`src/rtl/nvm_cmd_pkg.sv`:
```
package nvm_cmd_pkg;

  // Command word bit positions (software decodes these)
  localparam int BitSoftRst  = 0;
  localparam int BitDone     = 3;
  localparam int BitStart    = 4;
  localparam int FlagLsb     = 5;   // bits 8:5 hold {last, first, erase, wr}
  localparam int BitEepDone  = 16;
  localparam int BitEepGo    = 17;
  localparam int PolicyLsb   = 28;

  // Flag group as it sits in bits 8:5
  typedef struct packed {
    logic last;
    logic first;
    logic erase;
    logic wr;
  } cmdFlags_t;

  // Decoded command-word write
  typedef struct packed {
    logic softRst;
    logic doneClr;
    logic start;
    logic eepGo;
  } wrReq_t;

  // Strobes from control to datapath
  typedef struct packed {
    logic launch;
    logic eepGo;
    logic abort;
  } ctrlStrobe_t;

  typedef enum logic [1:0] {
    StIdle = 2'd0,
    StCmd  = 2'd1,
    StEep  = 2'd2
  } ctlState_t;

endpackage

```
`src/rtl/nvm_cmd_ctrl.sv`:
```
module nvm_cmd_ctrl
  import nvm_cmd_pkg::*;
(
  input  logic        clk,
  input  logic        rstN,
  input  logic        cmdWrite,
  input  wrReq_t      wrReq,
  input  logic        beComplete,
  input  logic        eepFinished,
  output ctrlStrobe_t strobe,
  output logic        cmdActive,
  output logic        eepRunning,
  output logic        doneFlag,
  output logic        eepDoneFlag,
  output logic        engineReset
);

  ctlState_t state;
  logic wantReset, wantStart, wantEep;

  assign wantReset = cmdWrite && wrReq.softRst;
  assign wantStart = cmdWrite && wrReq.start && !wantReset
                     && (state == StIdle) && !doneFlag;
  assign wantEep   = cmdWrite && wrReq.eepGo && !wantReset && !wantStart
                     && (state == StIdle);

  assign strobe.launch = wantStart;
  assign strobe.eepGo  = wantEep;
  assign strobe.abort  = wantReset;

  assign cmdActive  = (state == StCmd);
  assign eepRunning = (state == StEep);

  always_ff @(posedge clk or negedge rstN) begin
    if (!rstN) begin
      state       <= StIdle;
      doneFlag    <= 1'b0;
      eepDoneFlag <= 1'b0;
      engineReset <= 1'b0;
    end else begin
      engineReset <= wantReset;
      if (wantReset) begin
        state       <= StIdle;
        doneFlag    <= 1'b0;
        eepDoneFlag <= 1'b0;
      end else begin
        if (cmdWrite && wrReq.doneClr) doneFlag <= 1'b0;
        unique case (state)
          StIdle: begin
            if (wantStart) begin
              state    <= StCmd;
              doneFlag <= 1'b0;
            end else if (wantEep) begin
              state       <= StEep;
              eepDoneFlag <= 1'b0;
            end
          end
          StCmd: begin
            if (beComplete) begin
              state    <= StIdle;
              doneFlag <= 1'b1;
            end
          end
          StEep: begin
            if (eepFinished) begin
              state       <= StIdle;
              eepDoneFlag <= 1'b1;
            end
          end
          default: state <= StIdle;
        endcase
      end
    end
  end


  complete_sets_done_chk: assert property (@(posedge clk) disable iff (!rstN)
    (cmdActive && beComplete && !wantReset) |=> (doneFlag && !cmdActive));


  no_active_with_done_chk: assert property (@(posedge clk) disable iff (!rstN)
    !(cmdActive && doneFlag));


  soft_reset_clears_chk: assert property (@(posedge clk) disable iff (!rstN)
    wantReset |=> (engineReset && !cmdActive && !eepRunning && !doneFlag));

endmodule

```
`src/rtl/nvm_cmd_dpath.sv`:
```
module nvm_cmd_dpath
  import nvm_cmd_pkg::*;
#(
  parameter int ADDR_W     = 2,
  parameter int CMD_ADDR   = 0,
  parameter int STAT_ADDR  = 1,
  parameter int DUMMY_CLKS = 9,
  parameter int HALF_PER   = 2
) (
  input  logic              clk,
  input  logic              rstN,
  input  logic              cmdWrite,
  input  cmdFlags_t         wrFlags,
  input  logic [ADDR_W-1:0] regAddr,
  input  ctrlStrobe_t       strobe,
  input  logic              cmdActive,
  input  logic              eepRunning,
  input  logic              doneFlag,
  input  logic              eepDoneFlag,
  input  logic              engineReset,
  input  logic [3:0]        policyErr,
  input  logic [3:0]        eepFsmState,
  input  logic [3:0]        spiFsmState,
  output logic [31:0]       regRdData,
  output logic              beStart,
  output logic              beWrite,
  output logic              beErase,
  output logic              beFirst,
  output logic              beLast,
  output logic              serClk,
  output logic              eepFinished
);

  localparam int PH_W  = $clog2(HALF_PER) + 1;
  localparam int CNT_W = $clog2(DUMMY_CLKS) + 1;
  localparam logic [PH_W-1:0]  PhLast  = PH_W'(HALF_PER - 1);
  localparam logic [CNT_W-1:0] CntLast = CNT_W'(DUMMY_CLKS - 1);

  cmdFlags_t storedFlags, launchFlags;

  // Software-visible flag storage and launch capture
  always_ff @(posedge clk or negedge rstN) begin
    if (!rstN) begin
      storedFlags <= '0;
      launchFlags <= '0;
      beStart     <= 1'b0;
    end else begin
      if (cmdWrite) storedFlags <= wrFlags;
      if (strobe.launch) launchFlags <= wrFlags;
      beStart <= strobe.launch;
    end
  end

  assign beWrite = launchFlags.wr;
  assign beErase = launchFlags.wr & launchFlags.erase;
  assign beFirst = launchFlags.first;
  assign beLast  = launchFlags.last;

  // Dummy serial clock generator
  logic             genOn;
  logic [PH_W-1:0]  phaseCnt;
  logic [CNT_W-1:0] pulseCnt;

  assign eepFinished = genOn && (phaseCnt == PhLast) && serClk
                       && (pulseCnt == CntLast);

  always_ff @(posedge clk or negedge rstN) begin
    if (!rstN) begin
      genOn    <= 1'b0;
      phaseCnt <= '0;
      pulseCnt <= '0;
      serClk   <= 1'b0;
    end else if (strobe.abort) begin
      genOn    <= 1'b0;
      phaseCnt <= '0;
      pulseCnt <= '0;
      serClk   <= 1'b0;
    end else if (strobe.eepGo) begin
      genOn    <= 1'b1;
      phaseCnt <= '0;
      pulseCnt <= '0;
      serClk   <= 1'b0;
    end else if (genOn) begin
      if (phaseCnt == PhLast) begin
        phaseCnt <= '0;
        serClk   <= ~serClk;
        if (serClk) begin
          if (pulseCnt == CntLast) genOn <= 1'b0;
          else pulseCnt <= pulseCnt + 1'b1;
        end
      end else begin
        phaseCnt <= phaseCnt + 1'b1;
      end
    end
  end

  // Read mux; reserved bits are zero
  logic [31:0] cmdWord, statWord;

  always_comb begin
    cmdWord = '0;
    cmdWord[BitSoftRst]            = engineReset;
    cmdWord[BitDone]               = doneFlag;
    cmdWord[BitStart]              = cmdActive;
    cmdWord[FlagLsb +: 4]          = storedFlags;
    cmdWord[BitEepDone]            = eepDoneFlag;
    cmdWord[BitEepGo]              = eepRunning;
    cmdWord[PolicyLsb +: 4]        = policyErr;
    statWord                       = {24'd0, eepFsmState, spiFsmState};
  end

  always_comb begin
    if (regAddr == ADDR_W'(CMD_ADDR))       regRdData = cmdWord;
    else if (regAddr == ADDR_W'(STAT_ADDR)) regRdData = statWord;
    else                                    regRdData = '0;
  end


  launch_pulse_chk: assert property (@(posedge clk) disable iff (!rstN)
    strobe.launch |=> beStart);


  start_single_cycle_chk: assert property (@(posedge clk) disable iff (!rstN)
    beStart |=> !beStart);


  flags_hold_chk: assert property (@(posedge clk) disable iff (!rstN)
    (cmdActive && !strobe.launch) |=> $stable({beWrite, beErase, beFirst, beLast}));


  serclk_in_seq_chk: assert property (@(posedge clk) disable iff (!rstN)
    serClk |-> eepRunning);

endmodule

```
`src/rtl/nvm_cmd_top.sv`:
```
module nvm_cmd_top
  import nvm_cmd_pkg::*;
#(
  parameter int ADDR_W     = 2,
  parameter int CMD_ADDR   = 0,
  parameter int STAT_ADDR  = 1,
  parameter int DUMMY_CLKS = 9,
  parameter int HALF_PER   = 2
) (
  input  logic              clk,
  input  logic              rstN,
  input  logic              regWrEn,
  input  logic [ADDR_W-1:0] regAddr,
  input  logic [31:0]       regWrData,
  output logic [31:0]       regRdData,
  input  logic [3:0]        policyErr,
  input  logic [3:0]        eepFsmState,
  input  logic [3:0]        spiFsmState,
  output logic              beStart,
  output logic              beWrite,
  output logic              beErase,
  output logic              beFirst,
  output logic              beLast,
  input  logic              beComplete,
  output logic              engineReset,
  output logic              attn,
  output logic              serClk
);

  logic        cmdWrite;
  wrReq_t      wrReq;
  cmdFlags_t   wrFlags;
  ctrlStrobe_t strobe;
  logic        cmdActive, eepRunning, doneFlag, eepDoneFlag, eepFinished;

  assign cmdWrite      = regWrEn && (regAddr == ADDR_W'(CMD_ADDR));
  assign wrReq.softRst = regWrData[BitSoftRst];
  assign wrReq.doneClr = regWrData[BitDone];
  assign wrReq.start   = regWrData[BitStart];
  assign wrReq.eepGo   = regWrData[BitEepGo];
  assign wrFlags       = regWrData[FlagLsb +: 4];

  nvm_cmd_ctrl uCtrl (
    .clk         (clk),
    .rstN        (rstN),
    .cmdWrite    (cmdWrite),
    .wrReq       (wrReq),
    .beComplete  (beComplete),
    .eepFinished (eepFinished),
    .strobe      (strobe),
    .cmdActive   (cmdActive),
    .eepRunning  (eepRunning),
    .doneFlag    (doneFlag),
    .eepDoneFlag (eepDoneFlag),
    .engineReset (engineReset)
  );

  nvm_cmd_dpath #(
    .ADDR_W     (ADDR_W),
    .CMD_ADDR   (CMD_ADDR),
    .STAT_ADDR  (STAT_ADDR),
    .DUMMY_CLKS (DUMMY_CLKS),
    .HALF_PER   (HALF_PER)
  ) uDpath (
    .clk         (clk),
    .rstN        (rstN),
    .cmdWrite    (cmdWrite),
    .wrFlags     (wrFlags),
    .regAddr     (regAddr),
    .strobe      (strobe),
    .cmdActive   (cmdActive),
    .eepRunning  (eepRunning),
    .doneFlag    (doneFlag),
    .eepDoneFlag (eepDoneFlag),
    .engineReset (engineReset),
    .policyErr   (policyErr),
    .eepFsmState (eepFsmState),
    .spiFsmState (spiFsmState),
    .regRdData   (regRdData),
    .beStart     (beStart),
    .beWrite     (beWrite),
    .beErase     (beErase),
    .beFirst     (beFirst),
    .beLast      (beLast),
    .serClk      (serClk),
    .eepFinished (eepFinished)
  );

  assign attn = doneFlag;


  attn_tracks_done_chk: assert property (@(posedge clk) disable iff (!rstN)
    (beComplete && cmdActive && !(cmdWrite && wrReq.softRst)) |=> attn);

endmodule

```
`config.mk`:
```
export PLATFORM = sky130hd
export DESIGN_NAME = nvm_cmd_top
export DESIGN_NICKNAME = d
export VERILOG_FILES = /design/src/rtl/nvm_cmd_pkg.sv /design/src/rtl/nvm_cmd_ctrl.sv /design/src/rtl/nvm_cmd_dpath.sv /design/src/rtl/nvm_cmd_top.sv
export SDC_FILE = /design/constraint.sdc
export NUM_CORES = 1
export LEC_CHECK = 0
export ABC_AREA = 1
export CORE_MARGIN = 8
export CORE_UTILIZATION = 45
export CTS_BUF_LIST = sky130_fd_sc_hd__clkbuf_8
export CTS_CLUSTER_DIAMETER = 100
export DETAILED_ROUTE_END_ITERATION = 7
export DONT_BUFFER_PORTS = 1
export SYNTH_ARGS = -nofsm -noshare
export SYNTH_HDL_FRONTEND = slang
export SYNTH_SLANG_ARGS = --single-unit
```
`constraint.sdc`:
```
create_clock -name clk -period 1.2 [get_ports clk]
set_input_delay 0.06 -clock clk [delete_from_list [all_inputs] [get_ports clk]]
set_output_delay 0.06 -clock clk [all_outputs]
set_load 0.01 [all_outputs]
```
==> impl_summary.txt <==
----------------------------------------------------
[Timing]
  Rel. slew slack ... 30.57%
  Ratio of final minimum period to clock period ... 105.9%
  Fin Setup TNS ... -0.2471 ns
  Number of failing hold endpoints at the final stage ... 0
  RSZ-0062 raised after global routing ... yes
  Transition at the pin with the smallest max-transition slack ... 1.042 ns
  Tmin final ... 1.270 ns
  Slew Viols, Final ... 0
  Clock tree skew after final layout ... 0.005591 ns
  Setup-violating endpoint count in the final report ... 10
  Post-route worst setup slack ... -0.07026 ns
  Hold WS ... 0.01122 ns
  Maximum operating frequency ... 0.7872 GHz

[Floorplanning]
  Die Width ... 72.65 um
  Core area ... 3053 um2
  Die footprint ... 5277 um2
  IO Count ... 90
  Std-Cell Rows ... 20
  Die Y-Extent ... 72.65 um
  Starting density of the core ... 47.30%

[CTS]
  Clock root cell ... clkbuf_8
  TritonCTS clock tree ... done
  Inserted Clock Buffers ... 3
  Clock slew at the register clock pins of the worst setup and hold paths ... 0.09 ns
  Worst-skew pair later-pin latency ... 0.27 ns
  Clk sink count ... 23
  Buffer levels on the longest clock path ... 2
  H-tree depth reported by CTS ... 1

[Global route]
  Number of global-route vias before repair ... 1,187
  Largest net degree at the start of global routing ... 24
  Initial antenna violation count ... 0
  M3 GR Usage ... 4.945%
  Wire length of the first global-routing pass ... 5244 um
  Remaining global-route overflow ... 0
  Most congested layer reported by global routing ... met2
  Total routing usage reported by global routing ... 12.52%
  GR Util met2 ... 20.18%
  Met1 Resource Use GR ... 13.64%

[Route]
  Total number of vias ... 1,213
  Avg Vias per Cell ... 4.683
  Number of design-rule violations left by the first detailed-router iteration ... 68
  Routed wire length ... 3455 um
  Residual DRC count ... 0
  Number of routed nets with antenna violations ... 0
  Post-DR wirelength/cell ... 13.34 um
  Number of detailed-routing iterations run before antenna repair ... 4

[Place]
  Worst slack at placement ... -0.05256 ns
  Total placed instance area ... 1455 um2
  Final HPWL DP ... 2445 um
  Post-placement cell count ... 242
  Buffers on Ports ... 0
  Weighted congestion at the end of routability-driven global placement ... 0.7822

[Synthesis]
  Number of distinct standard cells referenced by the synthesized netlist ... 24
  Cells after Synth ... 195
  Seq cells post-synth ... 23
  Combined area of all synthesized cells ... 1444 um2
  Proportion of synthesized chip area in sequential cells ... 39.86%
  Avg Cell Area, Syn ... 7.405 um2
  Yosys warns ... 0

[Final layout]
  Fraction of the core area covered by cells at the end of the flow ... 57.38%
  Number of diodes added for antenna fixing ... 0
  Highest-count cells in the layout ignoring fill and taps ... nand2_1, inv_1, dfrtp_1
  Net count reported at finish ... 268
  Layout Area Growth over Synthesis ... 21.32%
  Leading cell type in the layout, fill and taps excluded ... nand2_1
  Number of standard cells in the layout, taps in and fillers out ... 259
  Final design instance area without fill ... 1752 um2
  Layout filler cell count ... 292
  Fraction of final layout cells sized beyond drive strength 1 ... 23.72%

[Setup path]
  Setup Crit Path Kind ... register to register
  Crit path max fanout ... 3
  Data arrival time of the critical path ... 1.43 ns
  Launching element type of the critical path ... register
  Kind of end point of the critical path ... register
  WP data required ... 1.36 ns

[Worst hold path]
  HP Class ... input pin to register

[Pwr]
  Reported net switching power ... 0.9773 mW
  Peak ir drop on the vdd network ... 0.0008079 V
  Internal power ... 1.575 mW
  Leakage power ... 0.9082 nW
  Switching share of total power ... 38.29%
  Power share of the sequential group ... 45.0%
  Ratio of total power to cell area ... 1457 nW/um2
  Clock network power share ... 19.5%
  Combinational share of power ... 35.5%
  Design Power ... 2.552 mW

[Run status]
  Violated checks ... negative setup slack
  Status ... finished with violations

[Job]
  Number of maximum-capacitance violations ... 0

----------------------------------------------------
## cells by family after synthesis
family,Yosys count,share of synthesized area [%]
simple gates,103,32.24
fa+ha+maj,2,1.733
xor+xnor,1,0.6067
buf+inv,51,19.24
compound gates,14,6.066
other cells,1,0.2597
flops,23,39.86
## synthesized netlist by cell type
cell type  number  area [um2]
a21oi_1         4       20.02
and2_2          1       7.510
buf_4          17       127.6
buf_6           3       33.78
conb_1          1       3.750
dfrtp_1        23       575.6
ha_1            2       25.02
inv_1          31       116.4
nand2_1        50       187.7
nand2_2         2       12.51
nand3_1        16       80.08
nand3_2         2       20.02
nand3b_1        1       7.510
nand4_1         1       6.260
nand4_4         1       21.27
nor2_1         25       93.84
nor2_2          2       12.51
nor2_4          1       11.26
nor3_1          1       5.000
o21ai_0         4       20.02
o21ai_1         1       5.000
o21ai_2         4       35.03
o21bai_1        1       7.510
xor2_1          1       8.760
## registers in the layout, summed over array words and instances (netlist names)
name	flops
uDpath.pulseCnt	5
uDpath.cmdWord	4
uCtrl.state	2
uDpath.phaseCnt	2
uCtrl.doneFlag	1
uCtrl.eepDoneFlag	1
uCtrl.engineReset	1
uDpath.beFirst	1
uDpath.beLast	1
uDpath.beStart	1
uDpath.beWrite	1
uDpath.genOn	1
uDpath.launchFlags	1
uDpath.serClk	1
## critical path: stages, from the launching register on
cell and delay (ns):
dfrtp_1 0.38, inv_1 0.06, ha_2 0.18, nand2_2 0.07, nor3_4 0.16, buf_4 0.14
nand3_2 0.05, nand2_1 0.06, a21oi_1 0.06
## power groups by stage
stage	Combinational, mW	Clock, mW	Sequential (mW)
floorplan	0.546	0	1.13
global route	1.03	0.536	1.18
global placement	0.677	0	1.14
finish	0.906	0.498	1.15
CTS	0.756	0.514	1.12
detailed placement	0.694	0	1.14
## metal layers
metal  vias to the layer above  part of all wire [%]
met1                       554                    39
met4                         0                   1.9
li1                        606                     -
met2                        48                    49
met5                         -                     0
met3                         5                    11
## final timing paths
path	end	slack [ns]	cells past startpoint	startpoint
max	uDpath.genOn	-0.07	8	uDpath.pulseCnt[0]
min	uDpath.beStart	0.01	2	regWrEn
max reg2reg	uDpath.genOn	-0.07	8	uDpath.pulseCnt[0]
min reg2reg	uDpath.cmdWord[5]	0.50	2	uDpath.cmdWord[5]
max in group asynchronous	uDpath.phaseCnt[0]	0.53	1	rstN
min in group asynchronous	uCtrl.doneFlag	0.04	1	rstN
## repair_timing
action | CTS | global route
endpoints found under the setup margin | 9 | 42
pin swaps | 1 | 11
hold buffers | 8 | 0
endpoints found under the hold margin | 33 | 0
resized for setup | 5 | 30
buffers inserted | 0 | 4
cloned | 1 | 0
## layout make-up
class	count	area [um2]	area share, %
clock buffer	3	41.29	2.357
clock inverter	1	7.507	0.4286
inverter	31	118.9	6.786
multi-input combinational	138	780.7	44.57
sequential	23	575.6	32.86
tap	44	55.05	3.143
timing repair buffer	19	172.7	9.857
Note: power is estimated with default switching activity, not from simulation.
